File: config.mk
export PLATFORM = sky130hd
export DESIGN_NAME = vec_rst_seq
export DESIGN_NICKNAME = d
export VERILOG_FILES = /design/src/rtl/vrs_pkg.sv /design/src/rtl/vrs_len_sel.sv /design/src/rtl/vrs_phase_timer.sv /design/src/rtl/vrs_phase_fsm.sv /design/src/rtl/vec_rst_seq.sv
export SDC_FILE = /design/constraint.sdc
export NUM_CORES = 1
export LEC_CHECK = 0
export ABC_AREA = 1
export BUFFER_PORTS_ARGS = -buffer_cell sky130_fd_sc_hd__buf_2
export CORE_UTILIZATION = 57
export DETAILED_ROUTE_END_ITERATION = 12
export PLACE_DENSITY = 0.81
export SYNTH_ARGS = -nofsm -noshare
export SYNTH_HDL_FRONTEND = slang
export SYNTH_SLANG_ARGS = --single-unit
File: constraint.sdc
create_clock -name clk -period 7.25 [get_ports clk]
set_clock_uncertainty 0.2 [all_clocks]
set_input_delay 0.3625 -clock clk [delete_from_list [all_inputs] [get_ports clk]]
set_output_delay 0.3625 -clock clk [all_outputs]
set_load 0.02 [all_outputs]
File: src/rtl/vrs_pkg.sv
package vrs_pkg;

   typedef enum logic [2:0] {
      PH_IDLE    = 3'd0,
      PH_ASSERT  = 3'd1,
      PH_CLKOFF  = 3'd2,
      PH_RELEASE = 3'd3,
      PH_DONE    = 3'd4
   } phase_e;

   localparam int NUM_WAITS = 3;

   // Minimum length of each timed phase, indexed by wait number
   function automatic int min_wait(input int idx);
      case (idx)
         0:       return 9;
         default: return 1;
      endcase
   endfunction

endpackage

File: src/rtl/vrs_len_sel.sv
module vrs_len_sel #(
   parameter int CNT_W    = 8,
   parameter int MIN_LEN  = 1,
   parameter int DEF_LEN  = 10,
   parameter bit USE_PORT = 1'b1
) (
   input  logic [CNT_W-1:0] cfg_len_i,
   output logic [CNT_W-1:0] len_o
);

   localparam logic [CNT_W-1:0] MIN_V = CNT_W'(MIN_LEN);
   localparam logic [CNT_W-1:0] DEF_V = CNT_W'(DEF_LEN);

   initial begin
      AST_MIN_POSITIVE: assert (MIN_LEN >= 1 && MIN_LEN < (1 << CNT_W));
      AST_DEF_FITS: assert (DEF_LEN >= MIN_LEN && DEF_LEN < (1 << CNT_W));
   end

   logic [CNT_W-1:0] raw_len;

   generate
      if (USE_PORT) begin : g_port
         assign raw_len = cfg_len_i;
      end else begin : g_fixed
         logic unused_cfg;
         assign unused_cfg = ^cfg_len_i;
         assign raw_len    = DEF_V;
      end
   endgenerate

   assign len_o = (raw_len < MIN_V) ? MIN_V : raw_len;

endmodule

File: src/rtl/vrs_phase_timer.sv
module vrs_phase_timer #(
   parameter int CNT_W = 8
) (
   input  logic             clk,
   input  logic             rst_n,
   input  logic             load_i,
   input  logic [CNT_W-1:0] load_val_i,
   output logic             expire_o
);

   logic [CNT_W-1:0] cnt_q;

   always_ff @(posedge clk or negedge rst_n) begin
      if (!rst_n) begin
         cnt_q <= '0;
      end else if (load_i) begin
         cnt_q <= load_val_i - CNT_W'(1);
      end else if (cnt_q != '0) begin
         cnt_q <= cnt_q - CNT_W'(1);
      end
   end

   assign expire_o = (cnt_q == '0);

   AST_LOAD_NONZERO: assert property (@(posedge clk) disable iff (!rst_n)
      load_i |-> (load_val_i != '0));

   AST_EXPIRE_STICKS: assert property (@(posedge clk) disable iff (!rst_n)
      (expire_o && !load_i) |=> expire_o);

endmodule

File: src/rtl/vrs_phase_fsm.sv
module vrs_phase_fsm
   import vrs_pkg::*;
(
   input  logic       clk,
   input  logic       rst_n,
   input  logic       start_i,
   input  logic       hold_i,
   input  logic       expire_i,
   output logic       load_o,
   output logic [1:0] sel_o,
   output logic       dom_rst_n_o,
   output logic       clk_stop_o,
   output logic       busy_o,
   output logic       done_o
);

   phase_e state_q, state_d;
   logic   hold_q;
   logic   launch;

   assign launch = !hold_i && (start_i || hold_q) &&
                   ((state_q == PH_IDLE) || (state_q == PH_DONE));

   always_comb begin
      state_d = state_q;
      case (state_q)
         PH_IDLE, PH_DONE: if (launch)   state_d = PH_ASSERT;
         PH_ASSERT:        if (expire_i) state_d = PH_CLKOFF;
         PH_CLKOFF:        if (expire_i) state_d = PH_RELEASE;
         PH_RELEASE:       if (expire_i) state_d = PH_DONE;
         default:                        state_d = PH_IDLE;
      endcase
      if (hold_i) state_d = PH_IDLE;
   end

   always_comb begin
      sel_o = 2'd0;
      case (state_d)
         PH_CLKOFF:  sel_o = 2'd1;
         PH_RELEASE: sel_o = 2'd2;
         default:    sel_o = 2'd0;
      endcase
   end

   assign load_o = (state_d != state_q) &&
                   ((state_d == PH_ASSERT) || (state_d == PH_CLKOFF) ||
                    (state_d == PH_RELEASE));

   always_ff @(posedge clk or negedge rst_n) begin
      if (!rst_n) begin
         state_q     <= PH_IDLE;
         hold_q      <= 1'b0;
         dom_rst_n_o <= 1'b0;
         clk_stop_o  <= 1'b0;
         busy_o      <= 1'b0;
         done_o      <= 1'b0;
      end else begin
         state_q     <= state_d;
         hold_q      <= hold_i;
         dom_rst_n_o <= (state_d == PH_RELEASE) || (state_d == PH_DONE);
         clk_stop_o  <= (state_d == PH_CLKOFF) || (state_d == PH_RELEASE);
         busy_o      <= (state_d == PH_ASSERT) || (state_d == PH_CLKOFF) ||
                        (state_d == PH_RELEASE);
         done_o      <= (state_d == PH_DONE) && (state_q != PH_DONE);
      end
   end

   AST_STOP_UNDER_RESET: assert property (@(posedge clk) disable iff (!rst_n)
      $rose(clk_stop_o) |-> !dom_rst_n_o);

   AST_RELEASE_UNDER_STOP: assert property (@(posedge clk) disable iff (!rst_n)
      $rose(dom_rst_n_o) |-> clk_stop_o);

   AST_DONE_CLEAN: assert property (@(posedge clk) disable iff (!rst_n)
      done_o |-> (dom_rst_n_o && !clk_stop_o && !busy_o));

   AST_DONE_SINGLE: assert property (@(posedge clk) disable iff (!rst_n)
      done_o |=> !done_o);

   AST_HOLD_FORCES: assert property (@(posedge clk) disable iff (!rst_n)
      hold_i |=> (!dom_rst_n_o && !clk_stop_o && !busy_o));

   AST_HOLD_EXIT: assert property (@(posedge clk) disable iff (!rst_n)
      (hold_q && !hold_i) |=> (busy_o && !dom_rst_n_o));

endmodule

File: src/rtl/vec_rst_seq.sv
module vec_rst_seq #(
   parameter int CNT_W         = 8,
   parameter bit USE_CFG_PORTS = 1'b1,
   parameter int DEF_ASSERT    = 15,
   parameter int DEF_CLKOFF    = 10,
   parameter int DEF_RELEASE   = 10
) (
   input  logic             clk,
   input  logic             rst_n,
   input  logic             start_i,
   input  logic             hold_i,
   input  logic [CNT_W-1:0] cfg_assert_len_i,
   input  logic [CNT_W-1:0] cfg_clkoff_len_i,
   input  logic [CNT_W-1:0] cfg_release_len_i,
   output logic             dom_rst_n_o,
   output logic             dom_clk_stop_o,
   output logic             busy_o,
   output logic             done_o
);

   localparam int NW = vrs_pkg::NUM_WAITS;
   localparam int DEF_LEN [NW] = '{DEF_ASSERT, DEF_CLKOFF, DEF_RELEASE};

   initial begin
      AST_CNT_WIDTH: assert (CNT_W >= 4 && CNT_W <= 24);
   end

   logic [CNT_W-1:0] cfg_len [NW];
   logic [CNT_W-1:0] eff_len [NW];

   assign cfg_len[0] = cfg_assert_len_i;
   assign cfg_len[1] = cfg_clkoff_len_i;
   assign cfg_len[2] = cfg_release_len_i;

   generate
      for (genvar gi = 0; gi < NW; gi++) begin : g_len
         vrs_len_sel #(
            .CNT_W   (CNT_W),
            .MIN_LEN (vrs_pkg::min_wait(gi)),
            .DEF_LEN (DEF_LEN[gi]),
            .USE_PORT(USE_CFG_PORTS)
         ) u_sel (
            .cfg_len_i(cfg_len[gi]),
            .len_o    (eff_len[gi])
         );
      end
   endgenerate

   logic             load;
   logic [1:0]       sel;
   logic             expire;
   logic [CNT_W-1:0] load_val;

   always_comb begin
      case (sel)
         2'd1:    load_val = eff_len[1];
         2'd2:    load_val = eff_len[2];
         default: load_val = eff_len[0];
      endcase
   end

   vrs_phase_timer #(.CNT_W(CNT_W)) u_timer (
      .clk       (clk),
      .rst_n     (rst_n),
      .load_i    (load),
      .load_val_i(load_val),
      .expire_o  (expire)
   );

   vrs_phase_fsm u_fsm (
      .clk        (clk),
      .rst_n      (rst_n),
      .start_i    (start_i),
      .hold_i     (hold_i),
      .expire_i   (expire),
      .load_o     (load),
      .sel_o      (sel),
      .dom_rst_n_o(dom_rst_n_o),
      .clk_stop_o (dom_clk_stop_o),
      .busy_o     (busy_o),
      .done_o     (done_o)
   );

   AST_BUSY_DONE_EXCL: assert property (@(posedge clk) disable iff (!rst_n)
      $onehot0({busy_o, done_o}));

endmodule

==> results summary <==
The depth of the most critical reg-to-reg path is 22. Summed over all nets, the switching power comes to 193 uW. The area used by multi-input combinational logic is 812 sq um. The launch instance of the worst register-to-register path is u_fsm.state_q[0]. The count of cells resized by post-cts repair came out at 0. The synthesized area per cell came out at 7.24 sq um. The number of levels in the clock H-tree came out at 1. In the routed design, unresolved DRC markers number 0. In this run the cell area of the synthesized design comes to 1340 sq um.

The worst-case IR drop observed on VDD is 0.173 mV. The number of global-route vias before repair is 1264. Hold repair after CTS inserted 2 buffers. The die is 50.5 um tall. The floorplan step defined a die boundary enclosing 2550 sq um.

In this run the static leakage power is 0.000838 uW. The first detailed-routing pass took 4 iterations. The share of total power dissipated in combinational logic is 55.0%. The launch point of the worst path is hold_i. After clock tree synthesis, the clock-pin slew on the worst setup and hold paths is 0.09 ns. The total of fill cells in the finished design came out at 182. The overall die width is 50.5 um.

The effective utilization at floorplan came out at 60.5%. The synthesized netlist net count is 217. The number of antenna diodes in the final layout is 0. The critical path start-end classification is input pin to register. The post-layout instance area is 1580 sq um.

Across all register-to-register paths, the minimum setup slack is 3.78 ns. The proportion of synthesized area in mux cells came out at 0%. STA classifies the critical path startpoint as an input pin. After detailed routing, the average wire length per cell comes to 12.9 um. TritonCTS built the clock tree. The final critical path takes up 50.4% of the cycle. The path type of the worst min-delay path is input pin to asynchronous set/reset pin.

The post-synthesis compound-gate area fraction is 15.3%. The total negative setup slack is 0 ns. The core area is 2210 sq um. The synthesized netlist devotes 0% of its cell area to XOR and XNOR gates. The switching portion of total power came out at 45.9%. The area growth from synthesis to layout is 17.9%. The unique cell type count in the Yosys netlist is 32. The initial antenna violation count is 0. CTS placed an instance of sky130_fd_sc_hd__clkbuf_4 at the clock tree root. The largest fanout on the critical path is 8. In this run the critical register-to-register path is captured at u_timer.cnt_q[6]. The nature of the critical path endpoint is a register. Registers take 400 sq um. The sequential share of power is 30.7%.

Setup repair after global routing left no endpoint under its margin. The max-slew violation total from the final report was 0. The final routed wirelength across all metal layers came out at 3200 um. The residual antenna-violating net count after detailed routing is 0.

The worst-case clock buffer depth is 2. The timing-limited maximum frequency is 274 MHz. The final count of negative-setup-slack endpoints came out at 0. The run finished with clean final reports. The number of hold violations in the final report is 0. The number of standard cells after synthesis came out at 185. The flip-flop and latch count after synthesis is 16.

The number of sinks handled by clock tree synthesis came out at 16. In the global route stage, overall resource usage came out at 28.8%. Final hold analysis gives a worst-case slack of 0.285 ns. Of the total synthesized cell area, the portion taken by AND, OR, NAND and NOR gates is 41.6%. After Yosys synthesis, full adders, half adders and majority gates account for 3.74% of the synthesized area. The post-route netlist has 31.8% of its cells at a drive strength greater than 1. The count of vias placed by the detailed router came out at 1333. The main combinational cell family by area after synthesis is simple AND/OR/NAND/NOR gates. The overall overflow remaining after global route came out at 0.

The number of warnings printed during yosys synthesis is 0. The final core utilization is 71.3%. For the pin with the worst max-slew slack, the measured transition is 0.497 ns. Clock latency on the worst-skew pair, taken at its later pin, is 0.30 ns. For this design the ratio of total power to cell area is 266 nW/um^2. The critical path required time is 7.22 ns. The internal portion of the total power is 227 uW.

The routability congestion estimate from global placement came out at 0.839. 32 I/O pins were placed. The share of synthesized area occupied by flip-flops and latches came out at 29.9%. For this block, the initial DRC count from the detailed router was 39. The detailed placement HPWL came out at 2580 um.

Measured against its own limit, the worst slew margin works out to 66.7%. The minimum clock period after layout is 3.65 ns. The number of buffers created by CTS is 3.

The arrival time at the worst endpoint came out at 3.62 ns. The post-CTS setup-driven buffer insertion count came out at 0. The via-per-instance ratio is 5.38. The global-route wire length before repair is 5420 um. Following the worst setup path forward leads to its endpoint at u_timer.cnt_q[6]. The final-stage net count came out at 253. The library cells used most frequently in the layout, excluding fill and tap cells, are 31 x sky130_fd_sc_hd__nand2_1, 31 x sky130_fd_sc_hd__buf_2, 27 x sky130_fd_sc_hd__nor2_1.

Entering global routing, the biggest net connects 17 pins. The number of buffer cells added on primary ports came out at 31. The row count came out at 17. Across the run, the number of max-cap violations was 0. The clock network fraction of design power is 14.3%. The placed standard-cell area is 1520 sq um.
==> kinds of logic (layout without fill, tap and decap cells) <==
group / after synthesis / after routing
and+or+nand+nor: 101 / 101
DFF: 16 / 16
AOI/OAI and AO/OA: 31 / 31
adders and majority gates: 4 / 4
buffers and inverters: 33 / 68
==> cell usage after synthesis <==
cell                        instances  area (sq um)
sky130_fd_sc_hd__o2bb2ai_1          1          8.76
sky130_fd_sc_hd__o21ai_0            8          40.0
sky130_fd_sc_hd__clkbuf_1           2          7.51
sky130_fd_sc_hd__a21boi_2           1          11.3
sky130_fd_sc_hd__nor3_1             3          15.0
sky130_fd_sc_hd__a41oi_1            1          8.76
sky130_fd_sc_hd__a21oi_1            8          40.0
sky130_fd_sc_hd__a22o_1             2          17.5
sky130_fd_sc_hd__nor2_1            27           101
sky130_fd_sc_hd__ha_1               4          50.1
sky130_fd_sc_hd__nor2_2             2          12.5
sky130_fd_sc_hd__o22ai_1            1          6.26
sky130_fd_sc_hd__o31ai_1            1          7.51
sky130_fd_sc_hd__nand3_2            2          20.0
sky130_fd_sc_hd__nand2_8            1          20.0
sky130_fd_sc_hd__o21a_1             1          7.51
sky130_fd_sc_hd__inv_1             24          90.1
sky130_fd_sc_hd__nor2_4             2          22.5
sky130_fd_sc_hd__nand2_1           31           116
sky130_fd_sc_hd__a32o_1             1          10.0
sky130_fd_sc_hd__dfrtp_1           16           400
sky130_fd_sc_hd__nor2_8             1          20.0
sky130_fd_sc_hd__o211ai_1           1          7.51
sky130_fd_sc_hd__inv_4              1          6.26
sky130_fd_sc_hd__inv_2              6          22.5
sky130_fd_sc_hd__nand3_1           13          65.1
sky130_fd_sc_hd__a221oi_1           1          8.76
sky130_fd_sc_hd__nand2_2           10          62.6
sky130_fd_sc_hd__a31oi_1            1          6.26
sky130_fd_sc_hd__a221o_1            1          10.0
sky130_fd_sc_hd__nand2_4            9           101
sky130_fd_sc_hd__a22oi_1            2          15.0
==> registers in the layout, summed over array words and instances, names as in the netlist <==
register,flops
u_fsm.busy_o,1
u_fsm.clk_stop_o,1
u_fsm.dom_rst_n_o,1
u_fsm.done_o,1
u_fsm.hold_q,1
u_fsm.state_q,3
u_timer.cnt_q,8
==> metal layers <==
metal  vias up  track usage [%]  part of all wire, %
met3         9             4.55                  4.9
met2        52             49.8                   50
met4         0             13.9                  2.6
met5         -                0                    0
li1        663                -                    -
met1       609             34.5                   42
==> how the worst min path moves through the flow <==
stage          slack [ns]  start               end
6_report             0.29  rst_n      u_fsm.busy_o
5_1_grt              0.33  rst_n      u_fsm.busy_o
4_1_cts              0.28  rst_n      u_fsm.busy_o
3_5_place_dp         0.08  rst_n      u_fsm.busy_o
3_3_place_gp         0.08  rst_n  u_fsm.state_q[0]
2_1_floorplan       -0.13  rst_n      u_fsm.busy_o
==> stage by stage <==
| step | total power, uW | setup slack [ns] | std cells |
|---|---|---|---|
| 3_3_place_gp | 355 | 4.01 | 242 |
| 3_5_place_dp | 357 | 3.85 | 242 |
| 4_1_cts | 420 | 3.65 | 248 |
| 5_1_grt | 453 | 3.26 | 248 |
| 2_1_floorplan | 310 | 4.23 | 185 |
| 6_report | 419 | 3.60 | 248 |
==> layout make-up <==
cell class,count,area share [%]
Inverter,31,7.53
Timing Repair Buffer,33,11.1
Sequential cell,16,25.4
Multi-Input combinational cell,136,51.5
Tap cell,28,2.22
Clock buffer,4,2.30
==> power by group through the flow <==
stage | logic, uW | clock network (uW) | registers [uW]
floorplan | 182 | 0 | 128
CTS | 230 | 61.9 | 128
global placement | 226 | 0 | 129
finish | 231 | 59.9 | 129
global route | 258 | 64.0 | 131
detailed placement | 227 | 0 | 130
==> critical path, stage by stage <==
cell,delay [ns]
sky130_fd_sc_hd__dlygate4sd3_1,0.53
sky130_fd_sc_hd__buf_2,0.13
sky130_fd_sc_hd__inv_1,0.18
sky130_fd_sc_hd__o211ai_1,0.17
sky130_fd_sc_hd__nand3_2,0.13
sky130_fd_sc_hd__nand2_2,0.10
sky130_fd_sc_hd__nor2_1,0.14
sky130_fd_sc_hd__inv_1,0.09
sky130_fd_sc_hd__ha_1,0.39
sky130_fd_sc_hd__inv_1,0.17
sky130_fd_sc_hd__o21ai_0,0.14
sky130_fd_sc_hd__inv_1,0.09
sky130_fd_sc_hd__a22oi_1,0.15
sky130_fd_sc_hd__nand3_1,0.14
sky130_fd_sc_hd__nand2_4,0.11
sky130_fd_sc_hd__ha_1,0.19
sky130_fd_sc_hd__nand2_2,0.07
sky130_fd_sc_hd__nor2_1,0.14
sky130_fd_sc_hd__nand3_1,0.08
sky130_fd_sc_hd__nand2_1,0.06
sky130_fd_sc_hd__nor2_1,0.03
Power figures use the tool's default switching activity.
